$ cat config.mk
export PLATFORM = sky130hd
export DESIGN_NAME = rng_ctrl
export DESIGN_NICKNAME = d
export VERILOG_FILES = /design/src/rtl/rng_pkg.sv /design/src/rtl/rng_assemble.sv /design/src/rtl/rng_health.sv /design/src/rtl/rng_outbuf.sv /design/src/rtl/rng_ctrl.sv
export SDC_FILE = /design/constraint.sdc
export NUM_CORES = 1
export LEC_CHECK = 0
export ABC_AREA = 1
export BUFFER_PORTS_ARGS = -buffer_cell sky130_fd_sc_hd__buf_2
export CORE_MARGIN = 3
export CORE_UTILIZATION = 55
export DETAILED_ROUTE_END_ITERATION = 12
export PLACE_DENSITY = 0.8
export SLEW_MARGIN = 5
export SYNTH_ARGS = -nofsm -noshare
export SYNTH_HDL_FRONTEND = slang
export SYNTH_SLANG_ARGS = --single-unit
$ cat constraint.sdc
create_clock -name clk -period 2.15 [get_ports clk]
set_input_delay 0 -clock clk [delete_from_list [all_inputs] [get_ports clk]]
set_output_delay 0 -clock clk [all_outputs]
set_load 0.01 [all_outputs]
$ cat src/rtl/rng_pkg.sv
package rng_pkg;
    localparam int unsigned REG_W    = 32;
    localparam int unsigned OFF_CTRL = 'h0;
    localparam int unsigned OFF_STAT = 'h4;
    localparam int unsigned OFF_DATA = 'h8;
    // control bit positions
    localparam int unsigned CTL_EN   = 2;
    localparam int unsigned CTL_CED  = 5;
    localparam int unsigned CTL_CRST = 30;
    // status bit positions
    localparam int unsigned ST_RDY   = 0;
    localparam int unsigned ST_SCUR  = 2;
    localparam int unsigned ST_CFLG  = 5;
    localparam int unsigned ST_SFLG  = 6;
endpackage

$ cat src/rtl/rng_assemble.sv
module rng_assemble #(
    parameter int unsigned W = 32
) (
    input  logic         clk,
    input  logic         rst_n,
    input  logic         clr,
    input  logic         en,
    input  logic         noise_bit,
    input  logic         noise_vld,
    output logic         word_vld,
    output logic [W-1:0] word
);
    localparam int unsigned CNT_W = $clog2(W);

    typedef struct packed {
        logic [W-1:0]     sh;
        logic [CNT_W-1:0] cnt;
        logic             vld;
        logic [W-1:0]     word;
    } st_t;

    st_t s_d, s_q;

    always_comb begin
        s_d     = s_q;
        s_d.vld = 1'b0;
        if (clr) begin
            s_d = '0;
        end else if (en && noise_vld) begin
            s_d.sh = {s_q.sh[W-2:0], noise_bit};
            if (s_q.cnt == CNT_W'(W-1)) begin
                s_d.vld  = 1'b1;
                s_d.word = {s_q.sh[W-2:0], noise_bit};
                s_d.cnt  = '0;
            end else begin
                s_d.cnt = s_q.cnt + 1'b1;
            end
        end
    end

    always_ff @(posedge clk or negedge rst_n) begin
        if (!rst_n) s_q <= '0;
        else        s_q <= s_d;
    end

    assign word_vld = s_q.vld;
    assign word     = s_q.word;

    // a clear leaves no word pending
    a_r8_clr_no_word: assert property (@(posedge clk) disable iff (!rst_n)
        clr |=> !word_vld);
endmodule

$ cat src/rtl/rng_health.sv
module rng_health #(
    parameter int unsigned LIMIT   = 64,
    parameter int unsigned TIMEOUT = 1024
) (
    input  logic clk,
    input  logic rst_n,
    input  logic clr,
    input  logic en,
    input  logic ced,
    input  logic noise_bit,
    input  logic noise_vld,
    output logic seed_cur,
    output logic seed_hit,
    output logic clk_hit
);
    localparam int unsigned RUN_W = $clog2(LIMIT + 1);
    localparam int unsigned TMO_W = $clog2(TIMEOUT);

    typedef struct packed {
        logic             last;
        logic [RUN_W-1:0] run;
        logic [TMO_W-1:0] tmo;
    } st_t;

    st_t s_d, s_q;

    always_comb begin
        s_d      = s_q;
        seed_hit = 1'b0;
        clk_hit  = 1'b0;
        if (clr) begin
            s_d = '0;
        end else begin
            if (en && noise_vld) begin
                s_d.last = noise_bit;
                if (s_q.run != '0 && noise_bit == s_q.last) begin
                    if (s_q.run != RUN_W'(LIMIT)) s_d.run = s_q.run + 1'b1;
                    if (s_q.run == RUN_W'(LIMIT - 1)) seed_hit = 1'b1;
                end else begin
                    s_d.run = RUN_W'(1);
                end
            end
            if (en && !ced && !noise_vld) begin
                if (s_q.tmo == TMO_W'(TIMEOUT - 1)) begin
                    clk_hit = 1'b1;
                    s_d.tmo = '0;
                end else begin
                    s_d.tmo = s_q.tmo + 1'b1;
                end
            end else begin
                s_d.tmo = '0;
            end
        end
    end

    always_ff @(posedge clk or negedge rst_n) begin
        if (!rst_n) s_q <= '0;
        else        s_q <= s_d;
    end

    assign seed_cur = (s_q.run == RUN_W'(LIMIT));

    a_r5_hit_sets_state: assert property (@(posedge clk) disable iff (!rst_n)
        (seed_hit && !clr) |=> seed_cur);

    a_r6_toggle_drops: assert property (@(posedge clk) disable iff (!rst_n)
        (seed_cur && en && noise_vld && !clr && noise_bit != s_q.last) |=> !seed_cur);
endmodule

$ cat src/rtl/rng_outbuf.sv
module rng_outbuf #(
    parameter int unsigned W     = 32,
    parameter int unsigned DEPTH = 4
) (
    input  logic         clk,
    input  logic         rst_n,
    input  logic         clr,
    input  logic         push,
    input  logic [W-1:0] push_word,
    input  logic         pop,
    output logic         ready,
    output logic [W-1:0] head
);
    localparam int unsigned PTR_W = (DEPTH > 1) ? $clog2(DEPTH) : 1;
    localparam int unsigned CNT_W = $clog2(DEPTH + 1);

    typedef struct packed {
        logic [DEPTH-1:0][W-1:0] mem;
        logic [PTR_W-1:0]        wp;
        logic [PTR_W-1:0]        rp;
        logic [CNT_W-1:0]        count;
        logic                    ready;
    } st_t;

    st_t s_d, s_q;

    function automatic logic [PTR_W-1:0] nxt(input logic [PTR_W-1:0] p);
        return (p == PTR_W'(DEPTH - 1)) ? '0 : p + 1'b1;
    endfunction

    always_comb begin
        s_d = s_q;
        if (clr) begin
            s_d.wp    = '0;
            s_d.rp    = '0;
            s_d.count = '0;
            s_d.ready = 1'b0;
        end else if (!s_q.ready) begin
            if (push) begin
                for (int i = 0; i < DEPTH; i++) begin
                    if (s_q.wp == PTR_W'(i)) s_d.mem[i] = push_word;
                end
                s_d.wp    = nxt(s_q.wp);
                s_d.count = s_q.count + 1'b1;
                if (s_q.count == CNT_W'(DEPTH - 1)) s_d.ready = 1'b1;
            end
        end else if (pop) begin
            s_d.rp    = nxt(s_q.rp);
            s_d.count = s_q.count - 1'b1;
            if (s_q.count == CNT_W'(1)) s_d.ready = 1'b0;
        end
    end

    always_ff @(posedge clk or negedge rst_n) begin
        if (!rst_n) s_q <= '0;
        else        s_q <= s_d;
    end

    assign ready = s_q.ready;
    assign head  = s_q.ready ? s_q.mem[s_q.rp] : '0;

    a_r2_ready_nonempty: assert property (@(posedge clk) disable iff (!rst_n)
        s_q.ready |-> (s_q.count != '0));

    a_r3_full_ignores_push: assert property (@(posedge clk) disable iff (!rst_n)
        (s_q.ready && !pop && !clr) |=> (s_q.count == $past(s_q.count)));
endmodule

$ cat src/rtl/rng_ctrl.sv
module rng_ctrl #(
    parameter int unsigned ADDR_W      = 4,
    parameter int unsigned BUF_DEPTH   = 4,
    parameter int unsigned STUCK_LIMIT = 64,
    parameter int unsigned CLK_TIMEOUT = 1024,
    parameter int unsigned CRST_HOLD   = 8
) (
    input  logic              clk,
    input  logic              rst_n,
    input  logic [ADDR_W-1:0] bus_addr,
    input  logic              bus_wr,
    input  logic [31:0]       bus_wdata,
    input  logic              bus_rd,
    output logic [31:0]       bus_rdata,
    input  logic              noise_bit,
    input  logic              noise_vld,
    output logic              data_ready
);
    import rng_pkg::*;

    localparam int unsigned HOLD_W = $clog2(CRST_HOLD + 1);

    typedef struct packed {
        logic              en;
        logic              ced;
        logic              crst;
        logic [HOLD_W-1:0] hold;
        logic              sflag;
        logic              cflag;
    } st_t;

    st_t s_d, s_q;

    logic             clr, seed_cur, seed_hit, clk_hit;
    logic             word_vld, buf_ready, pop;
    logic [REG_W-1:0] word, head;
    logic             sel_ctrl, sel_stat, sel_data;
    logic             unused_wbits;

    assign unused_wbits = ^bus_wdata;
    assign sel_ctrl = (bus_addr == ADDR_W'(OFF_CTRL));
    assign sel_stat = (bus_addr == ADDR_W'(OFF_STAT));
    assign sel_data = (bus_addr == ADDR_W'(OFF_DATA));
    assign clr      = s_q.crst || (s_q.hold != '0);
    assign pop      = bus_rd && sel_data && !clr;

    rng_assemble #(.W(REG_W)) u_asm (
        .clk(clk), .rst_n(rst_n), .clr(clr), .en(s_q.en),
        .noise_bit(noise_bit), .noise_vld(noise_vld),
        .word_vld(word_vld), .word(word)
    );

    rng_health #(.LIMIT(STUCK_LIMIT), .TIMEOUT(CLK_TIMEOUT)) u_hlth (
        .clk(clk), .rst_n(rst_n), .clr(clr), .en(s_q.en), .ced(s_q.ced),
        .noise_bit(noise_bit), .noise_vld(noise_vld),
        .seed_cur(seed_cur), .seed_hit(seed_hit), .clk_hit(clk_hit)
    );

    rng_outbuf #(.W(REG_W), .DEPTH(BUF_DEPTH)) u_buf (
        .clk(clk), .rst_n(rst_n), .clr(clr), .push(word_vld),
        .push_word(word), .pop(pop), .ready(buf_ready), .head(head)
    );

    always_comb begin
        s_d = s_q;
        if (s_q.hold != '0) s_d.hold = s_q.hold - 1'b1;
        if (bus_wr && sel_ctrl) begin
            s_d.en   = bus_wdata[CTL_EN];
            s_d.ced  = bus_wdata[CTL_CED];
            s_d.crst = bus_wdata[CTL_CRST];
            if (s_q.crst && !bus_wdata[CTL_CRST]) s_d.hold = HOLD_W'(CRST_HOLD);
        end
        if (bus_wr && sel_stat) begin
            s_d.sflag = s_q.sflag & bus_wdata[ST_SFLG];
            s_d.cflag = s_q.cflag & bus_wdata[ST_CFLG];
        end
        if (seed_hit) s_d.sflag = 1'b1;
        if (clk_hit)  s_d.cflag = 1'b1;
    end

    always_ff @(posedge clk or negedge rst_n) begin
        if (!rst_n) s_q <= '0;
        else        s_q <= s_d;
    end

    always_comb begin
        bus_rdata = '0;
        if (sel_ctrl) begin
            bus_rdata[CTL_EN]   = s_q.en;
            bus_rdata[CTL_CED]  = s_q.ced;
            bus_rdata[CTL_CRST] = clr;
        end else if (sel_stat) begin
            bus_rdata[ST_RDY]  = buf_ready;
            bus_rdata[ST_SCUR] = seed_cur;
            bus_rdata[ST_CFLG] = s_q.cflag;
            bus_rdata[ST_SFLG] = s_q.sflag;
        end else if (sel_data) begin
            bus_rdata = head;
        end
    end

    assign data_ready = buf_ready;

    a_r8_reset_flushes: assert property (@(posedge clk) disable iff (!rst_n)
        clr |=> !buf_ready);

    a_r7_ced_quiet: assert property (@(posedge clk) disable iff (!rst_n)
        s_q.ced |-> !clk_hit);

    a_r5_flag_latches: assert property (@(posedge clk) disable iff (!rst_n)
        seed_hit |=> s_q.sflag);

    a_r9_hold_counts: assert property (@(posedge clk) disable iff (!rst_n)
        (s_q.hold != '0 && !s_q.crst) |=> (s_q.hold == HOLD_W'($past(s_q.hold) - 1'b1)));
endmodule

==> results.tsv <==
stage	metric	value	unit
run_status	status	completed	
power_and_ir_drop	cellLeakagePower	5.373	nW
finish	drive_above_1_share	0.1028	
clock_tree	numCtsBuffers	25	
worst_setup_path	critPathLaunchType	flip-flop	
yosys	syn_avg_cell_area	8.489	um^2
timing	slew_violations	0	
global_routing	grt_pass1_wl	39760	um
timing	maxSlewHeadroom	0.5929	
finish	final_cell_mix	nand2_1 (239), dfrtp_1 (231), o21ai_0 (221)	
clock_tree	clk_latency	0.52	ns
clock_tree	cts_max_path_buffers	3	
hold_path	hp-class	input pin to async pin	
clock_tree	cts-root-buf	clkbuf_16	
power_and_ir_drop	powerDensity	785.7	nW/um^2
global_routing	grt_pass1_vias	8129	
yosys	synth_nets	1258	
finish	num-fill-cells	1371	
routing	post_drt_wl_per_cell	16.43	um
global_routing	gr-total-overflow	0	
worst_setup_path	cp_max_fo	25	
worst_setup_path	critPathKind	flip-flop to output port	
floorplanning	die_x	142.1	um
timing	rsz0062_at_grt	false	
clock_tree	clk_pin_slew	0.07	ns
floorplanning	start_util	0.5637	
placed_design	numPortBuffers	46	
timing	final.period_utilization	0.9565	
timing	finalHoldViolCount	0	
clock_tree	cts_tree	done	
routing	vias_per_cell	5.651	
routing	detail_route.iter0.violations	808	
routing	routed_wl	24860	um
finish	area_delta_synth_final	17.60	%
timing	setup_viol	0	
timing	fin_tns_setup	0	ns
floorplanning	io_pins	75	
clock_tree	cts.sinks	232	
yosys	yosys.cell_types.count	27	
finish	multi_input_area	3742	um^2
yosys	ys_ff_latch	232	
placed_design	hpwl	13300	um
placed_design	place_congestion	0.8489	
finish	final_nets	1322	
floorplanning	core_area	18090	um^2
timing	period_needed	2.056	ns
timing	worst_pin_slew	0.6106	ns
timing	maxClockFrequency	0.4863	GHz
floorplanning	die_h	142.1	um
routing	vias	8550	
global_routing	grt_use_total	0.2388	
finish	fin_util	0.6629	
yosys	syn_inst	1201	
routing	first_pass_iters	6	
finish	seqCellArea	5807	um^2
timing	skew	0.01623	ns
yosys	seq_area_frac_synth	0.5695	
floorplanning	row_count	49	
clock_tree	cts_max_level	1	
finish	final_common_cell	nand2_1	
global_routing	grt_max_degree	79	
worst_setup_path	arrival	2.06	ns
worst_setup_path	end_kind	output port	
power_and_ir_drop	ir_drop	0.0005954	V
yosys	ys_warn_count	0	
routing	drc_errors	0	
routing	ant_nets	0	
worst_setup_path	worstPathRequired	2.15	ns
flow_run	cap_violations	0	
finish	antenna_cells	0	
yosys	synth_area	10190	um^2
global_routing	antenna_found_initial	0	
floorplanning	die_area	20210	um^2
[worst paths after layout]
| path | start | end | slack, ns | cells after the start |
|---|---|---|---|---|
| max | u_buf.ready | bus_rdata[29] | 0.09 | 6 |
| min | rst_n | u_buf.s_q[80] | 0.06 | 2 |
| max reg2reg | s_q[2] | u_buf.s_q[25] | 0.18 | 9 |
| min reg2reg | s_q[6] | s_q[4] | 0.47 | 1 |
| max in group asynchronous | rst_n | u_hlth.s_q[2] | 1.33 | 3 |
| min in group clk | bus_addr[1] | s_q[0] | 0.09 | 7 |
[registers in the layout (all words and copies together), names as in the netlist]
name and cells:
u_asm.s_q 36, u_hlth.s_q 18, u_asm.word 32, u_buf.ready 1
u_asm.word_vld 1, s_q 9, u_buf.s_q 135
[where the power goes]
group	switching, mW	leakage [nW]	internal, mW
sequential	0.0434	3.22	4.42
clock	1.71	0.419	2.73
combinational	0.347	1.73	0.165
total	2.10	5.37	7.32
[logic make-up after synthesis]
family	after synthesis	synth area share
AO/OA/AOI/OAI	318	0.1641
AND/OR/NAND/NOR	456	0.1766
buffers and inverters	172	0.06456
flip-flops	232	0.5695
adder cells (fa/ha/maj)	15	0.01841
XOR/XNOR	8	0.006873
[synth_stat cells]
| cell type | count | area share |
|---|---|---|
| nor3_4 | 1 | 0.0016 |
| inv_1 | 108 | 0.040 |
| xnor2_1 | 2 | 0.0017 |
| clkinv_1 | 3 | 0.0011 |
| xor2_1 | 6 | 0.0052 |
| o21bai_1 | 1 | 0.00074 |
| dfrtp_1 | 232 | 0.57 |
| nor3_1 | 3 | 0.0015 |
| o21ai_1 | 1 | 0.00049 |
| buf_1 | 4 | 0.0015 |
| o211ai_1 | 2 | 0.0015 |
| a22o_1 | 2 | 0.0017 |
| nand3_1 | 37 | 0.018 |
| nand2_2 | 4 | 0.0025 |
| nand4_1 | 2 | 0.0012 |
| clkbuf_1 | 47 | 0.017 |
| a21oi_1 | 33 | 0.016 |
| nor2_2 | 1 | 0.00061 |
| nor4_1 | 1 | 0.00061 |
| nand3_2 | 1 | 0.00098 |
| o22ai_1 | 52 | 0.032 |
| a31oi_1 | 1 | 0.00061 |
| nor2_1 | 167 | 0.061 |
| buf_2 | 10 | 0.0049 |
| o21ai_0 | 226 | 0.11 |
| ha_1 | 15 | 0.018 |
| nand2_1 | 239 | 0.088 |
[layer usage]
layer	track usage	wire length [um]	part of all wire
met1	0.3223	10370	0.42
met5	0	0	0
met3	0.03831	1814	0.073
met2	0.4032	12200	0.49
met4	0.06919	473	0.019
[worst max-delay path, stage by stage, from the launching register on]
cell and delay (ns):
dfrtp_1 0.35, inv_1 0.11, nor2_1 0.20, clkinv_1 0.15, buf_4 0.28, a21oi_1 0.26, buf_2 0.18
[final cells by class]
| cell class | instances | area share |
|---|---|---|
| clock inverter | 7 | 0.01064 |
| multi-input combinational | 797 | 0.3121 |
| timing repair buffer | 98 | 0.07191 |
| clock buffer | 39 | 0.06157 |
| tap | 229 | 0.02390 |
| inverter | 111 | 0.03548 |
| sequential | 232 | 0.4843 |
[metrics by stage]
stage          hold WS (ns)  setup slack [ns]  instance area [um^2]  power (mW)  instances
2_1_floorplan       -0.2956            0.3341                 10190       4.799       1201
3_3_place_gp        0.02485            0.2299                 10810       4.993       1443
3_5_place_dp        0.02530            0.1596                 10810       5.007       1443
4_1_cts             0.07583           0.01203                 11840       9.456       1505
5_1_grt              0.1075          0.001427                 11990       9.736       1513
6_report            0.05661           0.09362                 11990       9.420       1513
[timing repair]
action / 4_1_cts / 5_1_grt
hold buffers: 16 / 0
buffers inserted: 0 / 5
setup endpoints to repair: 2 / 21
hold endpoints to repair: 248 / 0
gates resized for setup: 3 / 8
cloned: 0 / 3
pin swaps: 0 / 1
Power figures use the tool's default switching activity.
